--- src/rtl/hubwin_pkg.sv ---
package hubwin_pkg;
   // Access classes reported on acc_class
   typedef enum logic [1:0] {
      HW_IDLE   = 2'd0,
      HW_DIRECT = 2'd1,
      HW_VECTOR = 2'd2,
      HW_HOLE   = 2'd3
   } hw_region_e;
endpackage

--- src/rtl/hubwin_classify.sv ---
// Sorts a logical byte address into direct, vector or hole.
module hubwin_classify
   import hubwin_pkg::*;
#(
   parameter int ADDR_W     = 20,
   parameter int PHYS_BYTES = 32768,
   parameter int VEC_BYTES  = 64
) (
   input  logic [ADDR_W-1:0] addr,
   output hw_region_e        cls
);
   localparam logic [ADDR_W:0] SPACE_BYTES = (ADDR_W+1)'(1) << ADDR_W;
   localparam logic [ADDR_W:0] VEC_START   = SPACE_BYTES - (ADDR_W+1)'(VEC_BYTES);
   localparam logic [ADDR_W:0] DIRECT_END  = (ADDR_W+1)'(PHYS_BYTES - VEC_BYTES);

   logic in_vec;
   assign in_vec = {1'b0, addr} >= VEC_START;

   generate
      if (PHYS_BYTES == (1 << ADDR_W)) begin : g_full
         // RAM fills the whole space: no hole exists
         always_comb cls = in_vec ? HW_VECTOR : HW_DIRECT;
      end else begin : g_part
         logic in_direct;
         assign in_direct = {1'b0, addr} < DIRECT_END;
         always_comb begin
            if (in_vec)         cls = HW_VECTOR;
            else if (in_direct) cls = HW_DIRECT;
            else                cls = HW_HOLE;
         end
      end
   endgenerate
endmodule

--- src/rtl/hubwin_strobe.sv ---
// Gates enable and byte strobes by class and forms the RAM long index.
module hubwin_strobe
   import hubwin_pkg::*;
#(
   parameter int BE_W   = 4,
   parameter int RAM_AW = 13
) (
   input  logic              req,
   input  logic              wr,
   input  logic [BE_W-1:0]   be,
   input  hw_region_e        cls,
   input  logic [RAM_AW-1:0] word_idx,
   output logic              ram_en,
   output logic [BE_W-1:0]   ram_we,
   output logic [RAM_AW-1:0] ram_addr
);
   logic live;
   assign live = req && (cls != HW_HOLE);

   always_comb begin
      ram_en = live;
      ram_we = (live && wr) ? be : '0;
   end

   // The RAM size is a power of two, so the low bits of a vector address
   // already point into the top 64 bytes of the RAM; one slice serves both.
   assign ram_addr = word_idx;
endmodule

--- src/rtl/hubwin_rdmask.sv ---
// Registers the hole-read flag so the zero lines up with RAM read latency.
module hubwin_rdmask #(
   parameter int DATA_W = 32
) (
   input  logic              clk,
   input  logic              rst_n,
   input  logic              hole_rd,
   input  logic [DATA_W-1:0] ram_rdata,
   output logic [DATA_W-1:0] rdata
);
   logic zero_q;

   always_ff @(posedge clk or negedge rst_n) begin
      if (!rst_n) zero_q <= 1'b0;
      else        zero_q <= hole_rd;
   end

   assign rdata = zero_q ? '0 : ram_rdata;
endmodule

--- src/rtl/hub_window_gate.sv ---
module hub_window_gate
   import hubwin_pkg::*;
#(
   parameter  int ADDR_W     = 20,
   parameter  int DATA_W     = 32,
   parameter  int PHYS_BYTES = 32768,
   parameter  int VEC_BYTES  = 64,
   localparam int BE_W       = DATA_W / 8,
   localparam int RAM_AW     = $clog2(PHYS_BYTES) - $clog2(DATA_W / 8)
) (
   input  logic              clk,
   input  logic              rst_n,
   input  logic              req,
   input  logic              wr,
   input  logic [BE_W-1:0]   be,
   input  logic [ADDR_W-1:0] addr,
   input  logic [DATA_W-1:0] wdata,
   output logic [DATA_W-1:0] rdata,
   output logic [1:0]        acc_class,
   output logic              ram_en,
   output logic [BE_W-1:0]   ram_we,
   output logic [RAM_AW-1:0] ram_addr,
   output logic [DATA_W-1:0] ram_wdata,
   input  logic [DATA_W-1:0] ram_rdata
);
   localparam int WORD_LSB = $clog2(BE_W);
   localparam int PHYS_AW  = $clog2(PHYS_BYTES);

   initial begin : p_param_check
      assert ((PHYS_BYTES & (PHYS_BYTES - 1)) == 0 && PHYS_BYTES >= 1024
              && PHYS_BYTES <= (1 << ADDR_W))
         else $error("PHYS_BYTES must be a power of two from 1 KB to the space size");
      assert (DATA_W >= 8 && (DATA_W & (DATA_W - 1)) == 0)
         else $error("DATA_W must be a power of two of at least 8");
      assert (VEC_BYTES >= BE_W && VEC_BYTES < PHYS_BYTES
              && (VEC_BYTES & (VEC_BYTES - 1)) == 0)
         else $error("VEC_BYTES must be a power of two inside the RAM");
   end

   hw_region_e cls;

   hubwin_classify #(
      .ADDR_W     (ADDR_W),
      .PHYS_BYTES (PHYS_BYTES),
      .VEC_BYTES  (VEC_BYTES)
   ) u_cls (
      .addr (addr),
      .cls  (cls)
   );

   hubwin_strobe #(
      .BE_W   (BE_W),
      .RAM_AW (RAM_AW)
   ) u_stb (
      .req      (req),
      .wr       (wr),
      .be       (be),
      .cls      (cls),
      .word_idx (addr[PHYS_AW-1:WORD_LSB]),
      .ram_en   (ram_en),
      .ram_we   (ram_we),
      .ram_addr (ram_addr)
   );

   hubwin_rdmask #(
      .DATA_W (DATA_W)
   ) u_rdm (
      .clk       (clk),
      .rst_n     (rst_n),
      .hole_rd   (req && !wr && (cls == HW_HOLE)),
      .ram_rdata (ram_rdata),
      .rdata     (rdata)
   );

   assign ram_wdata = wdata;
   assign acc_class = req ? 2'(cls) : 2'(HW_IDLE);
endmodule

--- config.mk ---
export PLATFORM = sky130hd
export DESIGN_NAME = hub_window_gate
export DESIGN_NICKNAME = d
export VERILOG_FILES = /design/src/rtl/hubwin_pkg.sv /design/src/rtl/hubwin_classify.sv /design/src/rtl/hubwin_strobe.sv /design/src/rtl/hubwin_rdmask.sv /design/src/rtl/hub_window_gate.sv
export SDC_FILE = /design/constraint.sdc
export NUM_CORES = 1
export LEC_CHECK = 0
export BUFFER_PORTS_ARGS = -buffer_cell sky130_fd_sc_hd__buf_2
export CAP_MARGIN = 40
export CORE_AREA = 10 10 66 68
export CTS_BUF_LIST = sky130_fd_sc_hd__clkbuf_4 sky130_fd_sc_hd__clkbuf_8
export CTS_CLUSTER_SIZE = 28
export DETAILED_ROUTE_END_ITERATION = 10
export DIE_AREA = 0 0 76 78
export GPL_ROUTABILITY_DRIVEN = 0
export GPL_TIMING_DRIVEN = 1
export PLACE_DENSITY_LB_ADDON = 0.3
export SYNTH_ARGS = -nofsm -noshare
export SYNTH_HDL_FRONTEND = slang
export SYNTH_HIERARCHICAL = 1
export SYNTH_SLANG_ARGS = --single-unit
--- constraint.sdc ---
create_clock -name clk -period 3.55 [get_ports clk]
set_input_delay 0.355 -clock clk [delete_from_list [all_inputs] [get_ports clk]]
set_output_delay 0.355 -clock clk [all_outputs]
set_load 0.005 [all_outputs]
==> metrics.md, run 1 <==
| Metric | Value |
|---|---|
| IO Count | 176 |
| Final non-filler cell area | 923 sq um |
| Worst Path Max Fanout | 5 |
| Pin count of the biggest net entering global routing | 18 |
| Post-DP Area | 923 sq um |
| Core area | 0.00318 sq mm |
| Residual DRC | 0 |
| Diodes inserted | 0 |
| Seq cells post-synth | 1 |
| Final hold violations | 0 |
| Nets | 246 |
| Top Registers | u_rdm/zero_q x1 |
| Detailed placer's ending HPWL | 2.64 mm |
| Minimum clock period | 2090 ps |
| Die Ht | 78 um |
| Die width | 76 um |
| Critical Path Start Type | input port |
| Layout cells sized above 1 | 0.697 |
| Number of flip-flops in the largest register | 1 |
| Slowest CP cell | or4_1 |
| P_leak | 0.565 nW |
| Area growth, synth to finish | 30.9% |
| Worst hold margin | 130 ps |
| DRT iter0 DRCs | 12 |
| Vias in the first global route | 835 |
| Slew Limit Fails | 0 |
| Final setup vio count | 0 |
| Setup repair after global routing missed its margin | no |
| Synth warn | 6 |
| Mapped Area | 706 sq um |
| Tot GR Track Use | 0.0854 |
| Rel. slew slack | 0.648 |
| Setup TNS | 0 ps |
| Critical path arrival | 1730 ps |
| Fin util | 0.290 |
| Post-synth ARST share | 1.00 |
| Post-CTS Setup Inserts | 0 |
| FP Rows | 21 |
| DR WL/cell | 14.6 um |
| Outcome | finished clean |
| Max IR drop VDD | 0.0479 mV |
| Crit Path Class | in2out |
| Via Count | 788 |
| Worst hold path type | in2async |
| Drt pass-1 iters | 4 |
| Yosys top cell area share | 0.511 |
| DR vias/cell | 3.98 |
| Syn avg cell area | 7.20 sq um |
| GRT Residual Overflow | 0 |
| Max-cap viol count | 0 |
| Slew at the pin with the worst max-slew slack | 528 ps |
| CP peak stage delay | 500 ps |
| Post-CTS sizing | 0 |
| First-pass GRT wire length | 4.40 mm |
| Largest register by flop count | u_rdm/zero_q |
| Routed Antenna Nets | 0 |
| Hold buffer count at cts | 0 |
| Detailed Route WL | 2.88 mm |
| Fmax | 0.479 GHz |
| Top-count cell post-synth | buf_4 |
| Post-synth EDFFs | 0 |
| Top cell by count, worst path | buf_2 |
| Initial core utilization | 0.222 |
| Initial antenna violation count | 0 |
| Die ar. | 0.00593 sq mm |
| Count of cell types in the netlist | 14 |
| Power Density | 112 mW/mm^2 |
| Dominant synthesized flop cell | dfrtp_1 |
| Post-synthesis sequential area ratio | 0.0355 |
| Synth top cells by count | 48 x buf_4, 32 x nor2b_1, 4 x and4_1 |
| Crit path cell chain | buf_2 -> or4_1 -> or3_1 -> nand2_2 -> and4_1 -> buf_2 |
| Port Buffers | 101 |
| Synth top area cells | buf_4 51%, nor2b_1 28%, and4_1 5.0%, dfrtp_1 3.5%, and2_2 3.2% |
| CTS clk-pin slew, worst paths | 0 ps |
| Mapped Cells | 98 |
| Mapped Nets | 190 |
| Synth area leader | buf_4 |
| Worst path required time | 3190 ps |
| Worst setup EP type | output pin |
| Fin crit share | 0.588 |
critical path, delay by kind of cell:
family	cells	cell delay [ps]
buffers and inverters	2	220
AND/OR/NAND/NOR	4	1160
routing by layer:
| metal | GRT usage | wire (um) | part of all wire | vias to the layer above |
|---|---|---|---|---|
| li1 | - | - | - | 376 |
| met1 | 0.104 | 1310 | 0.45 | 305 |
| met2 | 0.119 | 1060 | 0.37 | 99 |
| met3 | 0.0657 | 499 | 0.17 | 8 |
| met4 | 0.00758 | 16 | 0.0056 | 0 |
| met5 | 0 | 0 | 0 | - |
path summary, 6_finish.rpt:
| path | startpoint | to | slack [ps] |
|---|---|---|---|
| max | addr[15] | ram_we[0] | 1460 |
| min | rst_n | u_rdm/zero_q | 130 |
| max in group asynchronous | rst_n | u_rdm/zero_q | 3340 |
| min in group clk | wr | u_rdm/zero_q | 700 |
per-stage QoR:
stage / total power, mW / setup slack (ps) / instances
floorplan: 0.0835 / 1720 / 98
global placement: 0.103 / 1440 / 197
detailed placement: 0.105 / 1440 / 198
CTS: 0.106 / 1440 / 198
global route: 0.115 / 1360 / 198
finish: 0.104 / 1460 / 198
cell type report:
type	count	area (sq um)
Timing Repair Buffer	102	520
Tap cell	46	57.6
Fill cell	356	2260
Multi-Input combinational cell	49	320
Sequential cell	1	25.0
cells by family (layout without fill, tap and decap cells):
logic type    Yosys count  after routing  synth area share
buf+inv                48            102             0.511
flops                   1              1            0.0355
simple gates           49             49             0.454
report_power, final:
part           switching, mW  internal (mW)
Clock                      0              0
Sequential           0.00293         0.0122
Combinational         0.0345         0.0541
Total                 0.0375         0.0662
layout by cell type, fill, tap and decap left out:
cell     count
and4b_1      1
and3_1       1
and4_1       4
or4_1        1
nand2_2      1
buf_8        1
nor3_1       1
buf_2      101
dfrtp_1      1
and2_2       3
nand3_1      1
nand4_1      2
nor2b_1     32
or3_1        1
nand2_1      1
(Power assumes the default switching activity.)
==> inputs of run 2 (changes only) <==
--- a/config.mk
+++ b/config.mk
@@ -7,11 +7,11 @@
 export LEC_CHECK = 0
 export BUFFER_PORTS_ARGS = -buffer_cell sky130_fd_sc_hd__buf_2
 export CAP_MARGIN = 40
-export CORE_AREA = 10 10 66 68
+export CORE_AREA = 10 10 71 73
 export CTS_BUF_LIST = sky130_fd_sc_hd__clkbuf_4 sky130_fd_sc_hd__clkbuf_8
 export CTS_CLUSTER_SIZE = 28
 export DETAILED_ROUTE_END_ITERATION = 10
-export DIE_AREA = 0 0 76 78
+export DIE_AREA = 0 0 81 83
 export GPL_ROUTABILITY_DRIVEN = 0
 export GPL_TIMING_DRIVEN = 1
 export PLACE_DENSITY_LB_ADDON = 0.3
==> constraint.sdc (replaced) <==
create_clock -name clk -period 1.7 [get_ports clk]
set_input_delay 0.17 -clock clk [delete_from_list [all_inputs] [get_ports clk]]
set_output_delay 0.17 -clock clk [all_outputs]
set_load 0.005 [all_outputs]
==> run 2 against run 1 <==
Compared with the run above:
- critical path type unchanged
- largest cell class unchanged
- worst hold slack improved by 210 ps
- core utilization decreased by 2.4 points
- worst setup slack got worse by 1500 ps
- die area increased by 13%
- first-iteration DRC count increased by 92%
- sequential power increased by 97%
==> metrics.md, run 2 (same netlist as run 1, synthesis figures left out) <==
| Metric | Value |
|---|---|
| Rel. slew slack | 0.757 (+0.108) |
| Initial core utilization | 0.194 (-0.0277) |
| Critical path arrival | 1530 ps (-200 ps) |
| Outcome | finished clean |
| Top Registers | u_rdm/zero_q x1 |
| Largest register by flop count | u_rdm/zero_q |
| CP peak stage delay | 510 ps (about the same) |
| Power Density | 237 mW/mm^2 (+110%) |
| Post-CTS Setup Inserts | 0 (unchanged) |
| Final hold violations | 0 (unchanged) |
| Multi-input gate area | 334 sq um (+4.3%) |
| Slew at the pin with the worst max-slew slack | 365 ps (-162 ps) |
| Worst path required time | 1530 ps (-1660 ps) |
| Final setup vio count | 0 (unchanged) |
| Worst setup EP type | output pin |
| Number of flip-flops in the largest register | 1 (unchanged) |
| Tot GR Track Use | 0.0876 (+0.00223) |
| Fmax | 0.590 GHz |
| Reg area | 25.0 sq um (unchanged) |
| Comb power frac | 0.871 (+0.017) |
| Via Count | 833 (+5.7%) |
| Fin crit share | 0.997 |
| Hold Path Depth | 0 |
| Residual DRC | 0 (unchanged) |
| Setup repair after global routing missed its margin | yes |
| Critical Path Start Type | input port |
| Fillers | 424 (+19%) |
| DR vias/cell | 4.12 (+3.6%) |
| Worst hold margin | 340 ps (+210 ps) |
| Area growth, synth to finish | 37.4% |
| Clock power frac | 0 (unchanged) |
| DR WL/cell | 16.9 um (+16%) |
| Minimum clock period | 1700 ps |
| Worst hold path type | in2out |
| Die ar. | 0.00672 sq mm (+13%) |
| Drt pass-1 iters | 2 (-2) |
| Port Buffers | 101 (unchanged) |
| Sw Pwr | 0.0849 mW (+130%) |
| DRT iter0 DRCs | 23 (+11) |
| Nets | 248 (+0.81%) |
| Routed Antenna Nets | 0 (unchanged) |
| GRT Residual Overflow | 0 (unchanged) |
| Vias in the first global route | 893 (+6.9%) |
| Pin count of the biggest net entering global routing | 23 (+5) |
| Dpl ws | -57.3 ps (-1500 ps) |
| Fin util | 0.267 (-0.0236) |
| Initial antenna violation count | 0 (unchanged) |
| Max-cap viol count | 0 (unchanged) |
| Hold EP | ram_wdata[18] |
| Int Pwr | 0.145 mW (+120%) |
| Worst Path Max Fanout | 5 (unchanged) |
| Flop pwr share | 0.129 (-0.017) |
| FP Rows | 22 (+4.8%) |
| Hold wc startpoint | wdata[18] |
| Detailed placer's ending HPWL | 3.13 mm (+18%) |
| Crit Path Class | in2out |
| Detailed Route WL | 3.42 mm (+19%) |
| IO Count | 176 (unchanged) |
| Layout cells sized above 1 | 0.708 (+0.0104) |
| Commonest cells after routing, fill and taps aside | 99 x buf_2, 32 x nor2b_1, 4 x and4_1 |
| Max IR drop VDD | 0.0605 mV (+26%) |
| Switching part of the total | 0.369 (+0.00772) |
| Crit path cell chain | buf_6 -> or4_4 -> or3_4 -> nand2_4 -> and4_1 -> buf_2 |
| Die Ht | 83 um (+6.4%) |
| Slew Limit Fails | 0 (unchanged) |
| Core area | 0.00363 sq mm (+14%) |
| Post-DP Area | 933 sq um (+1.1%) |
| Die width | 81 um (+6.6%) |
| Commonest non-fill, non-tap cell in the layout | buf_2 |
| P_leak | 0.583 nW (+3.2%) |
| Diodes inserted | 0 (unchanged) |
| Slowest CP cell | or4_4 |
| Post-route setup slack | 4.73 ps (-1460 ps) |
| Setup TNS | 0 ps (unchanged) |
| First-pass GRT wire length | 4.86 mm (+10%) |
| Final non-filler cell area | 970 sq um (+5.0%) |
## run 2: cell count changes in the layout (fill, tap and decap cells not counted), sizes merged
| cell | change |
|---|---|
| buf | +1 |
| dlygate4sd3 | +1 |
## run 2: power groups by stage
stage / clock network (mW) / logic (mW) / registers (mW)
3_3_place_gp: 0 / 0.186 / 0.0366
5_1_grt: 0 / 0.227 / 0.0305
4_1_cts: 0 / 0.204 / 0.0298
6_report: 0 / 0.201 / 0.0297
3_5_place_dp: 0 / 0.198 / 0.0298
2_1_floorplan: 0 / 0.148 / 0.0268
## run 2: cell type report
cell class,count,area share
timing repair buffer,104,0.568
multi-input combinational,49,0.345
tap,48,0.0619
sequential,1,0.0258
## run 2: repair_timing
item | CTS | global route
hold buffers | 1 | 0
cloned | 0 | 0
setup endpoints to repair | 4 | 4
hold endpoints to repair | 1 | 0
gates resized for setup | 3 | 2
pin swaps | 0 | 1
## run 2: layer usage
metal,vias up,track usage,share of wire
met5,-,0,0
met4,0,0,0
met3,0,0.0916,0.26
met2,114,0.125,0.35
met1,339,0.0939,0.38
li1,380,-,-
## run 2: how the worst max path moves through the flow
| stage | startpoint | end | slack (ps) | cells after the start |
|---|---|---|---|---|
| 2_1_floorplan | addr[15] | ram_we[0] | 240 | 4 |
| 3_5_place_dp | addr[15] | ram_we[1] | -60 | 6 |
| 3_3_place_gp | addr[15] | ram_we[3] | -40 | 6 |
| 4_1_cts | addr[15] | ram_we[1] | -5 | 6 |
| 6_report | addr[15] | ram_we[1] | 5 | 6 |
| 5_1_grt | addr[15] | ram_we[1] | -50 | 6 |
## run 2: critical path, delay by kind of cell
family	cells	cell delay (ps)
AND/OR/NAND/NOR	4	1150
buffers and inverters	2	200
## run 2: per-stage QoR
step                      power, mW  instances
after floorplan               0.174         98
after global placement        0.222        200
after detailed placement      0.228        201
after CTS                     0.234        202
after global routing          0.258        202
final                         0.230        202
==> inputs of run 3 (changes only) <==
--- a/config.mk
+++ b/config.mk
@@ -13,9 +13,10 @@
 export DETAILED_ROUTE_END_ITERATION = 10
 export DIE_AREA = 0 0 81 83
 export GPL_ROUTABILITY_DRIVEN = 0
-export GPL_TIMING_DRIVEN = 1
+export GPL_TIMING_DRIVEN = 0
 export PLACE_DENSITY_LB_ADDON = 0.3
 export SYNTH_ARGS = -nofsm -noshare
 export SYNTH_HDL_FRONTEND = slang
 export SYNTH_HIERARCHICAL = 1
 export SYNTH_SLANG_ARGS = --single-unit
+export TNS_END_PERCENT = 30
==> run 3 against run 2 <==
Compared with the run above:
- flip-flop and latch count unchanged
- via count is 28% higher
- core utilization is 14 points higher
- critical path type unchanged
==> metrics.md, run 3 (same netlist as run 1, synthesis figures left out) <==
| Metric | Value |
|---|---|
| DR vias/cell | 3.76 (-8.8%) |
| Rel. slew slack | 0.835 (+0.0786) |
| Tot GR Track Use | 0.118 (+0.0301) |
| Routed Antenna Nets | 0 (unchanged) |
| Fmax | 0.589 GHz (about the same) |
| Vias in the first global route | 1,083 (+21%) |
| Worst setup EP type | output pin |
| Minimum clock period | 1700 ps (+1.46 ps) |
| Crit Path Class | in2out |
| Drt pass-1 iters | 4 (+2) |
| Sw Pwr | 0.119 mW (+40%) |
| GRT Residual Overflow | 0 (unchanged) |
| Layout cells sized above 1 | 0.805 (+0.0973) |
| Slew at the pin with the worst max-slew slack | 245 ps (-120 ps) |
| Pin count of the biggest net entering global routing | 11 (-52%) |
| Reg area | 25.0 sq um (unchanged) |
| Initial antenna violation count | 0 (unchanged) |
| Top Registers | u_rdm/zero_q x1 |
| Largest register by flop count | u_rdm/zero_q |
| Core area | 0.00363 sq mm (unchanged) |
| Commonest non-fill, non-tap cell in the layout | buf_2 |
| Die Ht | 83 um (unchanged) |
| Max IR drop VDD | 0.105 mV (+73%) |
| Setup repair after global routing missed its margin | yes |
| Switching part of the total | 0.335 (-0.0342) |
| Final hold violations | 0 (unchanged) |
| Power Density | 240 mW/mm^2 (+0.98%) |
| Commonest cells after routing, fill and taps aside | 136 x buf_2, 48 x buf_4, 32 x nor2b_1 |
| Port Buffers | 137 (+36%) |
| Final cell count without fillers | 284 (+41%) |
| First-pass GRT wire length | 6.47 mm (+33%) |
| Max-cap viol count | 0 (unchanged) |
| Worst path required time | 1530 ps (about the same) |
| Outcome | finished clean |
| Worst hold path type | in2out |
| Area growth, synth to finish | 109% |
| Placed cell count | 283 (+41%) |
| P_leak | 0.941 nW (+61%) |
| Flop pwr share | 0.077 (-0.052) |
| Die ar. | 0.00672 sq mm (unchanged) |
| Detailed placer's ending HPWL | 4.34 mm (+39%) |
| IO Count | 176 (unchanged) |
| Fin crit share | 0.998 (about the same) |
| Critical path arrival | 1530 ps (about the same) |
| Critical Path Start Type | input port |
| Number of flip-flops in the largest register | 1 (unchanged) |
| Fillers | 399 (-5.9%) |
| Worst Path Max Fanout | 5 (unchanged) |
| DRT iter0 DRCs | 24 (+4.3%) |
| Worst hold margin | 508 ps (+168 ps) |
| Int Pwr | 0.236 mW (+62%) |
| Die width | 81 um (unchanged) |
| Initial core utilization | 0.194 (unchanged) |
| Clock power frac | 0 (unchanged) |
| Nets | 330 (+33%) |
| DR WL/cell | 15.9 um (-5.7%) |
| FP Rows | 22 (unchanged) |
| Post-CTS Setup Inserts | 0 (unchanged) |
| Total power | 0.354 mW (+54%) |
| Final setup vio count | 0 (unchanged) |
| Via Count | 1,068 (+28%) |
| Multi-input gate area | 330 sq um (-1.1%) |
| Detailed Route WL | 4.53 mm (+33%) |
| Slew Limit Fails | 0 (unchanged) |
| Comb power frac | 0.923 (+0.052) |
| Diodes inserted | 0 (unchanged) |
| Residual DRC | 0 (unchanged) |
==> run 3: changes by cell type in the layout (fill, tap and decap cells not counted), sizes merged <==
cell,change
buf,+82
==> run 3: final timing paths <==
check,start,end,depth (start not counted)
worst min-delay path,wdata[2],ram_wdata[2],2
max in group asynchronous,rst_n,u_rdm/zero_q,2
min in group asynchronous,rst_n,u_rdm/zero_q,2
worst max-delay path,addr[15],ram_we[1],6
==> run 3: per-stage QoR <==
step / worst slack, ps / instance area (sq um) / utilization / TNS, ps
6_report: 3.27 / 1480 / 0.407 / 0
5_1_grt: -58.7 / 1480 / 0.407 / -193
4_1_cts: 0.853 / 1480 / 0.407 / 0
3_5_place_dp: -49.4 / 1450 / 0.399 / -172
3_3_place_gp: -32.1 / 1450 / 0.399 / -123
2_1_floorplan: 237 / 706 / - / 0
==> run 3: power groups by stage <==
stage                     Sequential, mW  Combinational, mW  Clock [mW]
after floorplan                   0.0268              0.148           0
after global placement            0.0272              0.328           0
after detailed placement          0.0273              0.331           0
after CTS                         0.0273              0.336           0
after global routing              0.0276              0.365           0
final                             0.0271              0.327           0
==> run 3: metal layers <==
layer / part of all wire / global-route usage
met5: 0 / 0
met1: 0.34 / 0.120
met3: 0.17 / 0.0593
met4: 0 / 0
met2: 0.49 / 0.218
==> run 3: repair_timing <==
item | 4_1_cts | 5_1_grt
endpoints found under the hold margin | 1 | 0
hold buffers | 1 | 0
resized for setup | 3 | 0
pin swaps | 0 | 0
setup endpoints to repair | 4 | 4
==> run 3: layout make-up <==
| class | instances | area share |
|---|---|---|
| Multi-Input combinational cell | 49 | 0.224 |
| Tap cell | 48 | 0.0406 |
| Sequential cell | 1 | 0.0169 |
| Buffer | 48 | 0.244 |
| Timing Repair Buffer | 138 | 0.475 |
==> run 3: critical path, stage by stage <==
cell and delay [ps]:
buf_6 90, or4_1 500, or3_4 370, nand2_4 80, and4_1 200, buf_2 110
